**src/rtl/tlb_miss_loader.sv**
```systemverilog
module tlb_miss_loader #(
  parameter int PID_W = 8
) (
  input  logic             clk,
  input  logic             rst_n,
  input  logic             reg_en,
  input  logic             reg_we,
  input  logic [2:0]       reg_sel,
  input  logic [31:0]      reg_wdata,
  input  logic             user_mode,
  output logic [31:0]      reg_rdata,
  output logic             priv_err,
  input  logic [PID_W-1:0] pid0,
  input  logic [PID_W-1:0] pid1,
  input  logic [PID_W-1:0] pid2,
  input  logic             miss,
  input  logic             miss_as,
  output logic [31:0]      dflt_q,
  output logic [31:0]      sel_q,
  output logic [31:0]      tag_q,
  output logic [31:0]      attr_q,
  output logic [31:0]      srch_q
);
  localparam logic [31:0] DFLT_MASK = 32'h3003_0F7F;
  localparam logic [31:0] SEL_MASK  = 32'h3000_0000;
  localparam logic [31:0] TAG_MASK  = 32'h00FF_0F00;
  localparam logic [31:0] ATTR_MASK = 32'h0000_007F;
  localparam logic [31:0] SRCH_MASK = 32'hFF00_0001;

  logic             wr_ok;
  logic [PID_W-1:0] tid_pick;
  logic [31:0]      sel_miss, tag_miss, attr_miss, srch_miss;

  assign wr_ok    = reg_en & reg_we & ~user_mode;
  assign priv_err = reg_en & user_mode;

  always_comb begin
    case (dflt_q[17:16])
      2'b00:   tid_pick = pid0;
      2'b01:   tid_pick = pid1;
      2'b10:   tid_pick = pid2;
      default: tid_pick = '0;
    endcase
  end

  always_comb begin
    sel_miss  = dflt_q & SEL_MASK;
    tag_miss  = '0;
    tag_miss[16 +: PID_W] = tid_pick;
    tag_miss[11:8] = dflt_q[11:8];
    attr_miss = dflt_q & ATTR_MASK;
    srch_miss = '0;
    srch_miss[31 -: PID_W] = pid0;
    srch_miss[0] = miss_as;
  end

  always_ff @(posedge clk) begin
    if (!rst_n) begin
      dflt_q <= '0;
      sel_q  <= '0;
      tag_q  <= '0;
      attr_q <= '0;
      srch_q <= '0;
    end else begin
      if (wr_ok && reg_sel == 3'd0) dflt_q <= reg_wdata & DFLT_MASK;
      if (miss) begin
        sel_q  <= sel_miss;
        tag_q  <= tag_miss;
        attr_q <= attr_miss;
        srch_q <= srch_miss;
      end else if (wr_ok) begin
        case (reg_sel)
          3'd1: sel_q  <= reg_wdata & SEL_MASK;
          3'd2: tag_q  <= reg_wdata & TAG_MASK;
          3'd3: attr_q <= reg_wdata & ATTR_MASK;
          3'd4: srch_q <= reg_wdata & SRCH_MASK;
          default: ;
        endcase
      end
    end
  end

  always_comb begin
    reg_rdata = '0;
    if (reg_en && !user_mode) begin
      case (reg_sel)
        3'd0: reg_rdata = dflt_q;
        3'd1: reg_rdata = sel_q;
        3'd2: reg_rdata = tag_q;
        3'd3: reg_rdata = attr_q;
        3'd4: reg_rdata = srch_q;
        default: reg_rdata = '0;
      endcase
    end
  end
endmodule

```
**config.mk**
```make
export PLATFORM = sky130hd
export DESIGN_NAME = tlb_miss_loader
export DESIGN_NICKNAME = d
export VERILOG_FILES = /design/src/rtl/tlb_miss_loader.sv
export SDC_FILE = /design/constraint.sdc
export NUM_CORES = 1
export LEC_CHECK = 0
export CORE_UTILIZATION = 31
export CTS_CLUSTER_DIAMETER = 100
export DETAILED_ROUTE_END_ITERATION = 10
export GPL_ROUTABILITY_DRIVEN = 0
export GPL_TIMING_DRIVEN = 0
export PLACE_DENSITY = 0.77
export SLEW_MARGIN = 20
export SYNTH_ARGS = -nofsm -noshare
export SYNTH_HDL_FRONTEND = slang
export SYNTH_SLANG_ARGS = --single-unit
```
**constraint.sdc**
```tcl
create_clock -name clk -period 1.1 [get_ports clk]
set_input_delay 0.11 -clock clk [delete_from_list [all_inputs] [get_ports clk]]
set_output_delay 0.11 -clock clk [all_outputs]
set_load 0.01 [all_outputs]
```
==> impl_metrics.py <==
metrics = {
    "route": {
        "detail-route-antenna-nets": 0,
        "drt_drc_violations_left": 0,
        "detailedRoute.firstPassIterationCount": 5,
        "via_count": 4186,
        "drt_iter0_drc": 353,
        "routed_via_density": 4.76,
        "avgRoutedWirePerCell_um": 15.6,
        "routed_wirelength_um": 13700,
    },
    "floorplanning": {
        "start_util_pct": 32.0,
        "num_rows": 38,
        "die_h_um": 108,
        "core_region_area_mm2": 0.0109,
        "design.die.area_mm2": 0.0117,
        "die_x_um": 108,
        "boundaryPins": 259,
    },
    "critical_path": {
        "critical-path-max-stage-delay_ns": 0.35,
        "worst-setup-path-type": "reg2out",
        "crit_arrival_ns": 1.42,
        "critPathBufInv": 1,
        "worstSetupStartpoint": "dflt_q[0]",
        "critical-path-top-delay-family": "simple AND/OR/NAND/NOR gates",
        "critPathLaunchType": "flip-flop",
        "reg2reg_from": "dflt_q[17]",
        "crit_path_required_time_ns": 0.99,
        "end_kind": "primary output",
        "worstPathMaxFanout": 2,
        "slowest_stage": "sky130_fd_sc_hd__or3b_1",
        "worstPathCellList": "or3b_1 > a21o_1 > a21oi_2 > buf_2",
    },
    "power": {
        "ir_drop_mv": 0.725,
        "leakagePower_nw": 2.99,
        "power_density_mw_per_mm2": 788,
        "report.power.total_w": 0.00486,
    },
    "clock_network": {
        "tritoncts": "built",
        "cts_num_sinks": 45,
        "worst_setup_hold_path_clk_slew_ns": 0.10,
        "clockBufferDepth": 2,
        "htreeDepth": 2,
        "tritoncts_buffers": 5,
        "clkLatencyLatePin_ns": 0.31,
        "clock_tree.root_cell": "sky130_fd_sc_hd__clkbuf_8",
    },
    "synth": {
        "post-synth-top-area-cell": "sky130_fd_sc_hd__buf_4",
        "synth_largest_type_area_fraction_pct": 26.8,
        "count_of_cell_types_in_the_netlist": 38,
        "synth.avg_cell_area_um2": 7.82,
        "post_synth_instance_area_mm2": 0.00348,
        "synth-main-ff-cell": "sky130_fd_sc_hd__dfxtp_1",
        "ys_async_rst_share_pct": 0,
        "ys_seq_area_share_pct": 25.9,
        "synthCells": 445,
        "post_synth_main_area_contributors": "sky130_fd_sc_hd__buf_4, sky130_fd_sc_hd__dfxtp_1, sky130_fd_sc_hd__o21ai_0, sky130_fd_sc_hd__a31oi_1, sky130_fd_sc_hd__a21oi_1",
        "ys_warn_count": 0,
        "synth_edf_count": 0,
        "flop_and_latch_count_out_of_synthesis": 45,
    },
    "grt": {
        "grt-ovfl-total": 0,
        "track_usage_pct": 22.8,
        "grt_antenna_before_repair": 0,
        "first_pass_grt_wire_length_um": 20400,
        "pin_count_of_the_biggest_net_entering_global_routing": 16,
        "grt_pass1_vias": 3817,
    },
    "sta": {
        "finClkSkew_ns": 0.00583,
        "period_share_pct": 139,
        "setup_slack_ns": -0.433,
        "max_freq_mhz": 652,
        "setup-tns-final_ns": -3.82,
        "setup_violations": 35,
        "final_hold_viol_count": 0,
        "layout_min_cycle_time_ns": 1.53,
        "timing.final.max_slew_violations": 0,
        "grt_setup_unrepaired": "true",
    },
    "min_path": {
        "hold_path_startpoint": "reg_sel[1]",
        "hp-class": "in2reg",
    },
    "cells_and_area": {
        "final_area_mm2": 0.00617,
        "num-nets-final": 804,
        "finalCoreUtilization_pct": 56.6,
        "area.growth.synth_to_final_pct": 77.2,
        "share_of_layout_cells_above_drive_strength_1_pct": 42.8,
        "insertedDiodeCount": 0,
    },
    "place": {
        "dp_wirelength_um": 10100,
        "detailedPlace.worstSlack_ns": -1.23,
        "place.port_buffers": 132,
        "postPlaceCellArea_mm2": 0.00544,
    },
    "run": {
        "maxCapViolations": 0,
    },
    "run_status": {
        "result_of_the_run": "finished, violations left",
        "failed_checks": "setup timing",
    },
}
per-layer routing:
metal,GRT usage (%),part of all wire (%),vias to the layer above
li1,-,-,1938
met4,7.24,3.7,0
met2,41.7,50,313
met3,5.55,11,55
met5,0,0,-
met1,25.9,35,1880
cells in the final DEF (no fill, tap or decap), drive strengths merged:
master         netlist  routed
bufinv               0       2
clkdlybuf4s15        0       9
and2                14      14
inv                  2       3
a2bb2oi              8       8
a21o                 1       1
nand2b               3       3
nor2                14      14
o2bb2ai              2       2
or2                  2       2
a21oi               37      37
clkdlybuf4s50        0      55
o21ai               67      67
nand3               18      18
dlygate4sd2          0      29
nand4bb              1       1
or3b                 1       1
nor3                 1       1
conb                 1     120
clkbuf              18      24
mux2i               16      16
a31oi               30      30
nand4b               1       1
buf                139     212
a22oi                6       6
nor2b                4       4
nor3b                3       3
and4b                1       1
and4bb               1       1
a221oi               8       8
or3                  1       1
dfxtp               45      45
Yosys cell counts, types with 2 or more instances:
cell and n:
sky130_fd_sc_hd__a21oi_1 37, sky130_fd_sc_hd__a221oi_1 6, sky130_fd_sc_hd__a221oi_2 2, sky130_fd_sc_hd__a22oi_1 6, sky130_fd_sc_hd__a2bb2oi_1 8, sky130_fd_sc_hd__a31oi_1 30, sky130_fd_sc_hd__and2_1 14, sky130_fd_sc_hd__buf_1 3
sky130_fd_sc_hd__buf_2 10, sky130_fd_sc_hd__buf_4 124, sky130_fd_sc_hd__buf_6 2, sky130_fd_sc_hd__clkbuf_1 12, sky130_fd_sc_hd__clkbuf_2 5, sky130_fd_sc_hd__dfxtp_1 45, sky130_fd_sc_hd__inv_1 2, sky130_fd_sc_hd__mux2i_1 16
sky130_fd_sc_hd__nand2b_1 3, sky130_fd_sc_hd__nand3_1 18, sky130_fd_sc_hd__nor2_1 13, sky130_fd_sc_hd__nor2b_1 4, sky130_fd_sc_hd__nor3b_1 2, sky130_fd_sc_hd__o21ai_0 66, sky130_fd_sc_hd__o2bb2ai_1 2
worst register-to-register path, delay by kind of cell, from the launching register on:
kind / cells / cell delay [ns]
flops: 1 / 0.34
compound gates: 2 / 0.39
mux: 1 / 0.12
buf+inv: 2 / 0.29
report_power, final:
group | total, W | switching, W | internal, W
clock | 0.00155 | 0.000638 | 0.000915
sequential | 0.00176 | 0.0000644 | 0.00169
combinational | 0.00155 | 0.000738 | 0.000808
worst paths after layout:
check                                    end  cells after the start  slack, ns
worst max-delay path            reg_rdata[0]                      4      -0.43
worst min-delay path              dflt_q[28]                      4       0.24
worst min register to register      tag_q[8]                      2       0.49
worst max register to register     tag_q[16]                      5      -0.13
stage by stage:
step / std cells / hold WS, ns
3_5_place_dp: 836 / 0.480
6_report: 879 / 0.243
3_3_place_gp: 836 / 0.473
5_1_grt: 879 / 0.251
4_1_cts: 873 / 0.233
2_1_floorplan: 564 / 0.248
area by class of cell:
type                    count  area [um^2]
plain buffers             154         1190
fillers                   977         4720
multi-input cells         360         2160
inverters                   2         7.51
flip-flops and latches     45          952
clock buffers               5         68.8
clock inverters             3         68.8
well taps                 140          175
repair buffers            170         1550
sequential cells by signal, indices dropped and copies added, names as in the netlist:
name,flops
dflt_q,15
attr_q,7
srch_q,9
sel_q,2
tag_q,12
kinds of logic after synthesis:
family	after synthesis	share of synthesized area, %
buf+inv	159	31.6
other cells	1	0.108
simple gates	65	11.0
compound gates	159	26.8
mux	16	4.60
flops	45	25.9
repair_timing:
action,4_1_cts,5_1_grt
endpoints found under the setup margin,118,92
buffers inserted,31,8
hold buffers,0,0
pin swaps,28,22
cloned,1,0
gates resized for setup,254,117
No activity file was read; power rests on OpenSTA's default activity.
